--- src/rtl/mmx_pkg.sv ---
package mmx_pkg;
    localparam int DIM   = 4;
    localparam int DW    = 8;
    localparam int WW    = DIM * DW;
    localparam int AW    = 8;
    localparam int KW    = AW + 1;
    localparam int CW    = $clog2(DIM + 1);
    localparam int RW    = $clog2(DIM);
    localparam int ACC_W = 2 * DW + AW;
    localparam int FLUSH = 2 * DIM - 1;

    typedef logic signed [DW-1:0]    elem_t;
    typedef logic signed [ACC_W-1:0] acc_t;

    typedef enum logic [2:0] {
        ST_IDLE, ST_FEED, ST_FLUSH, ST_DRAIN, ST_DONE
    } state_e;

    typedef struct packed {
        logic [CW-1:0] m;
        logic [CW-1:0] n;
        logic [KW-1:0] k;
    } dims_t;

    function automatic elem_t lane_of(input logic [WW-1:0] w, input int idx);
        return elem_t'(w[idx*DW +: DW]);
    endfunction
endpackage

--- src/rtl/mmx_ctrl.sv ---
module mmx_ctrl
    import mmx_pkg::*;
(
    input  logic          clk,
    input  logic          rst,
    input  logic          start,
    input  dims_t         dims_in,
    output dims_t         dims_q,
    output logic          rd_en,
    output logic [AW-1:0] rd_addr,
    output logic          wr_en,
    output logic [RW-1:0] wr_row,
    output logic          acc_clr,
    output logic          done
);
    state_e        state;
    logic [KW-1:0] cnt;

    always_ff @(posedge clk) begin
        if (rst) begin
            state  <= ST_IDLE;
            cnt    <= '0;
            dims_q <= '0;
        end else begin
            case (state)
                ST_IDLE: if (start) begin
                    dims_q <= dims_in;
                    cnt    <= '0;
                    state  <= ST_FEED;
                end
                ST_FEED: if (cnt == dims_q.k - KW'(1)) begin
                    cnt   <= '0;
                    state <= ST_FLUSH;
                end else cnt <= cnt + KW'(1);
                ST_FLUSH: if (cnt == KW'(FLUSH - 1)) begin
                    cnt   <= '0;
                    state <= ST_DRAIN;
                end else cnt <= cnt + KW'(1);
                ST_DRAIN: if (cnt == KW'(dims_q.m) - KW'(1)) begin
                    cnt   <= '0;
                    state <= ST_DONE;
                end else cnt <= cnt + KW'(1);
                ST_DONE: state <= ST_IDLE;
                default: state <= ST_IDLE;
            endcase
        end
    end

    assign rd_en   = (state == ST_FEED);
    assign rd_addr = cnt[AW-1:0];
    assign wr_en   = (state == ST_DRAIN);
    assign wr_row  = cnt[RW-1:0];
    assign acc_clr = (state == ST_DONE);
    assign done    = (state == ST_DONE);
endmodule

--- src/rtl/mmx_feed.sv ---
module mmx_feed
    import mmx_pkg::*;
(
    input  logic          clk,
    input  logic          rst,
    input  logic          rd_en,
    input  logic [WW-1:0] a_word,
    input  logic [WW-1:0] b_word,
    input  logic [CW-1:0] m,
    input  logic [CW-1:0] n,
    output elem_t         a_edge [DIM],
    output elem_t         b_edge [DIM]
);
    logic  vld_q;
    elem_t a_raw [DIM];
    elem_t b_raw [DIM];

    always_ff @(posedge clk) begin
        if (rst) vld_q <= 1'b0;
        else     vld_q <= rd_en;
    end

    always_comb begin
        for (int i = 0; i < DIM; i++) begin
            a_raw[i] = (vld_q && (CW'(i) < m)) ? lane_of(a_word, i) : '0;
            b_raw[i] = (vld_q && (CW'(i) < n)) ? lane_of(b_word, i) : '0;
        end
    end

    for (genvar gi = 0; gi < DIM; gi++) begin : g_skew
        if (gi == 0) begin : g_direct
            assign a_edge[gi] = a_raw[gi];
            assign b_edge[gi] = b_raw[gi];
        end else begin : g_delay
            elem_t a_sr [gi];
            elem_t b_sr [gi];
            always_ff @(posedge clk) begin
                if (rst) begin
                    for (int s = 0; s < gi; s++) begin
                        a_sr[s] <= '0;
                        b_sr[s] <= '0;
                    end
                end else begin
                    a_sr[0] <= a_raw[gi];
                    b_sr[0] <= b_raw[gi];
                    for (int s = 1; s < gi; s++) begin
                        a_sr[s] <= a_sr[s-1];
                        b_sr[s] <= b_sr[s-1];
                    end
                end
            end
            assign a_edge[gi] = a_sr[gi-1];
            assign b_edge[gi] = b_sr[gi-1];
        end
    end
endmodule

--- src/rtl/mmx_pe.sv ---
module mmx_pe
    import mmx_pkg::*;
(
    input  logic  clk,
    input  logic  rst,
    input  logic  clr,
    input  elem_t a_in,
    input  elem_t b_in,
    output acc_t  acc
);
    always_ff @(posedge clk) begin
        if (rst || clr) acc <= '0;
        else            acc <= acc + acc_t'(a_in) * acc_t'(b_in);
    end
endmodule

--- src/rtl/mmx_systolic.sv ---
module mmx_systolic
    import mmx_pkg::*;
(
    input  logic          clk,
    input  logic          rst,
    input  logic          start,
    input  logic [CW-1:0] dim_m,
    input  logic [CW-1:0] dim_n,
    input  logic [KW-1:0] dim_k,
    output logic          rd_en,
    output logic [AW-1:0] a_addr,
    input  logic [WW-1:0] a_rdata,
    output logic [AW-1:0] b_addr,
    input  logic [WW-1:0] b_rdata,
    output logic          c_we,
    output logic [AW-1:0] c_addr,
    output logic [WW-1:0] c_wdata,
    output logic          done
);
    dims_t         dims_in;
    dims_t         dims_q;
    logic [AW-1:0] rd_addr;
    logic [RW-1:0] wr_row;
    logic          acc_clr;
    elem_t         a_edge [DIM];
    elem_t         b_edge [DIM];
    elem_t         a_h    [DIM][DIM];
    elem_t         b_v    [DIM][DIM];
    acc_t          acc    [DIM][DIM];
    logic [DIM*DIM-1:0] acc_nz_v;
    logic          acc_any;

    assign dims_in = '{m: dim_m, n: dim_n, k: dim_k};

    mmx_ctrl u_ctrl (
        .clk(clk), .rst(rst), .start(start), .dims_in(dims_in),
        .dims_q(dims_q), .rd_en(rd_en), .rd_addr(rd_addr),
        .wr_en(c_we), .wr_row(wr_row), .acc_clr(acc_clr), .done(done)
    );

    assign a_addr = rd_addr;
    assign b_addr = rd_addr;

    mmx_feed u_feed (
        .clk(clk), .rst(rst), .rd_en(rd_en),
        .a_word(a_rdata), .b_word(b_rdata),
        .m(dims_q.m), .n(dims_q.n),
        .a_edge(a_edge), .b_edge(b_edge)
    );

    for (genvar gr = 0; gr < DIM; gr++) begin : g_row
        for (genvar gc = 0; gc < DIM; gc++) begin : g_col
            if (gc == 0) begin : g_aedge
                assign a_h[gr][gc] = a_edge[gr];
            end else begin : g_apipe
                always_ff @(posedge clk) begin
                    if (rst) a_h[gr][gc] <= '0;
                    else     a_h[gr][gc] <= a_h[gr][gc-1];
                end
            end
            if (gr == 0) begin : g_bedge
                assign b_v[gr][gc] = b_edge[gc];
            end else begin : g_bpipe
                always_ff @(posedge clk) begin
                    if (rst) b_v[gr][gc] <= '0;
                    else     b_v[gr][gc] <= b_v[gr-1][gc];
                end
            end
            mmx_pe u_pe (
                .clk(clk), .rst(rst), .clr(acc_clr),
                .a_in(a_h[gr][gc]), .b_in(b_v[gr][gc]),
                .acc(acc[gr][gc])
            );
            assign acc_nz_v[gr*DIM+gc] = |acc[gr][gc];
        end
    end

    assign acc_any = |acc_nz_v;
    assign c_addr  = AW'(wr_row);

    always_comb begin
        c_wdata = '0;
        for (int j = 0; j < DIM; j++) begin
            if (CW'(j) < dims_q.n) c_wdata[j*DW +: DW] = acc[wr_row][j][DW-1:0];
        end
    end
endmodule

--- config.mk ---
export PLATFORM = sky130hd
export DESIGN_NAME = mmx_systolic
export DESIGN_NICKNAME = d
export VERILOG_FILES = /design/src/rtl/mmx_pkg.sv /design/src/rtl/mmx_ctrl.sv /design/src/rtl/mmx_feed.sv /design/src/rtl/mmx_pe.sv /design/src/rtl/mmx_systolic.sv
export SDC_FILE = /design/constraint.sdc
export NUM_CORES = 2
export LEC_CHECK = 0
export ABC_AREA = 1
export BUFFER_PORTS_ARGS = -buffer_cell sky130_fd_sc_hd__buf_2
export CAP_MARGIN = 20
export CORE_MARGIN = 4
export CORE_UTILIZATION = 45
export CTS_BUF_LIST = sky130_fd_sc_hd__clkbuf_8
export CTS_CLUSTER_SIZE = 30
export DETAILED_ROUTE_END_ITERATION = 7
export HOLD_SLACK_MARGIN = 0.05
export PLACE_DENSITY_LB_ADDON = 0.3
export SETUP_SLACK_MARGIN = 0.1
export SLEW_MARGIN = 10
export SYNTH_ARGS = -nofsm -noshare
export SYNTH_HDL_FRONTEND = slang
export SYNTH_HIERARCHICAL = 1
export SYNTH_SLANG_ARGS = --single-unit
--- constraint.sdc ---
create_clock -name clk -period 6.8 [get_ports clk]
set_input_delay 0.68 -clock clk [delete_from_list [all_inputs] [get_ports clk]]
set_output_delay 0.68 -clock clk [all_outputs]
set_load 0.005 [all_outputs]
==> results.md <==
- Status: complete, no violations
- Vias: 27.8k
- Hold Fails Final Rpt: 0
- Syn-to-layout area delta: 6.24%
- HPWL after detailed placement: 63,000 um
- Max-slew headroom: 32.8%
- GRT Residual Overflow: 0
- Die Width: 300 um
- Proportion of layout cells with a drive suffix above 1: 8.38%
- Fin util: 48.5%
- Core area: 84,000 um^2
- # setup viols final: 0
- Num rows: 106
- Crit. End Element: flip-flop
- Fin crit share: 75.7%
- Clock Path Buffers: 3
- Post-Route WL: 79,500 um
- Worst endpoint data arrival time: 5760 ps
- Area of the mapped netlist: 38,300 um^2
- Fmax: 194 MHz
- Worst hold path class: input pin to flip-flop
- Initial antenna violation count: 3
- Fin. max-slew vios: 0
- Power Density: 162 nW/um^2
- PostCTS Resize Cnt: 0
- Final antenna-violating net count: 0
- Peak VDD IR: 159 uV
- Vias per cell: 4.37
- Commonest non-fill, non-tap cell in the layout: inv_1
- First-pass GRT wire length: 136,000 um
- Average footprint of a synthesized cell: 7.24 um^2
- Vias in the first global route: 27.9k
- Slew of the pin with the lowest slew margin: 1000 ps
- Top routing layer used: met4
- Drt pass-1 iters: 6
- # nets final: 6,014
- Largest net degree at the start of global routing: 148
- Setup Fix Bufs, Post-CTS: 0
- Hold path start: a_rdata[17]
- Port bufs: 134
- Setup Crit Path Kind: flip-flop to flip-flop
- Worst slack at placement: 1670 ps
- Static leakage: 0.0245 uW
- Hold buffer count at CTS: 0
- RR Startpoint: u_ctrl/dims_q[14]
- Max Cap Viol: 0
- CTS H-tree depth: 3
- Die H: 300 um
- Req. time, crit path: 7410 ps
- Wire per inst: 12.5 um
- Reg2reg setup slack: 1650 ps
- Clock tree root buffer cell: clkbuf_8
- Post-route cell area: 40,700 um^2
- Drt drc: 0
- CTS tree: done
- Hold Crit Depth: 3
- Met1 WL: 39,600 um
- Post-layout minimum cycle time: 5150 ps
- Setup_tns: 0 ps
- Mapped Cells: 5,288
- Met3 WL: 3330 um
- Worst-Skew Late Latency: 700 ps
- Full die area: 89,800 um^2
- TritonCTS Buffers: 84
- Initial core utilization: 45.6%
- Setup crit start kind: flip-flop
- Placed cell areas: 38,800 um^2
- GP Congestion: 0.843
- Most frequent cells in the layout: inv_1, nand2_1, ha_1
- Clk_skew: 37.6 ps
- RSZ-0062 raised after global routing: false
- R2R Path End: g_row[0].g_col[0].u_pe/acc[7]
- I/O pins: 141
- Worst reg2reg path depth: 21
- Crit-path max FO: 8
- Worst Setup Slack, final: 1650 ps
- Synth warn: 6
- Met2 WL: 35,100 um
- Gr usage total: 18.2%
- Hold path endpoint: u_feed/g_skew[2].g_delay.a_sr[0][1]
- Initial DRC Count: 1,479
- Clk sinks: 444
- Clock-pin slew on the worst setup and hold paths: 60 ps
state kept, by name, indices dropped and copies added (netlist names):
register	flops
g_row.g_col.u_pe/acc	128
a_h	96
b_v	96
u_feed/g_skew.g_delay.a_sr	48
u_feed/g_skew.g_delay.b_sr	48
u_ctrl/dims_q	15
u_ctrl/cnt	9
u_ctrl/state	3
u_feed/vld_q	1
through the flow:
step           total power [uW]  hold WS (ps)  cells
2_1_floorplan              3420           388   5293
3_3_place_gp               3690           390   6206
3_5_place_dp               3690           393   6207
4_1_cts                    6710           143   6360
5_1_grt                    6960           159   6363
6_report                   6610           196   6363
worst max-delay path, stage by stage (launching register included):
cell and delay, ps:
dfxtp_1 440, inv_1 110, nand3_1 140, nand2_1 230, nor2_1 500, nand2_1 160, fa_1 450, inv_1 90
fa_1 380, inv_1 80, fa_1 440, fa_1 550, inv_1 40, ha_1 340, xor2_1 170, ha_1 370
nand2_2 90, nor2_1 110, nand2_1 80, o211ai_2 80, o21ai_0 100, a21oi_1 140
final cells by class:
| type | count | area (um^2) |
|---|---|---|
| Tap cell | 1134 | 1420 |
| Clock buffer | 102 | 1400 |
| Multi-Input combinational cell | 2782 | 21300 |
| Clock inverter | 51 | 513 |
| Sequential cell | 444 | 8890 |
| Antenna cell | 2 | 5.00 |
| Fill cell | 8374 | 43300 |
| Timing Repair Buffer | 143 | 772 |
| Inverter | 1705 | 6400 |
power by group:
group          leakage (uW)  total [uW]  switching [uW]  internal, uW
combinational        0.0199         904             644           261
sequential          0.00358        2740            77.5          2670
clock               0.00107        2960            1210          1750
routing by layer:
| metal | vias up | track usage, % |
|---|---|---|
| met3 | 102 | 2.53 |
| met1 | 12700 | 26.0 |
| met4 | 0 | 4.46 |
| li1 | 14500 | - |
| met2 | 451 | 29.3 |
| met5 | - | 0 |
how the worst max path moves through the flow:
stage	from	endpoint	slack, ps
floorplan	u_ctrl/dims_q[11]	g_row[0].g_col[0].u_pe/acc[7]	2220
global placement	u_ctrl/dims_q[14]	g_row[0].g_col[0].u_pe/acc[7]	1750
detailed placement	u_ctrl/dims_q[14]	g_row[0].g_col[0].u_pe/acc[7]	1670
CTS	u_ctrl/dims_q[14]	g_row[0].g_col[0].u_pe/acc[7]	1630
global route	u_ctrl/dims_q[14]	g_row[0].g_col[0].u_pe/acc[7]	1310
finish	u_ctrl/dims_q[14]	g_row[0].g_col[0].u_pe/acc[7]	1650
No activity file was read; power rests on OpenSTA's default activity.
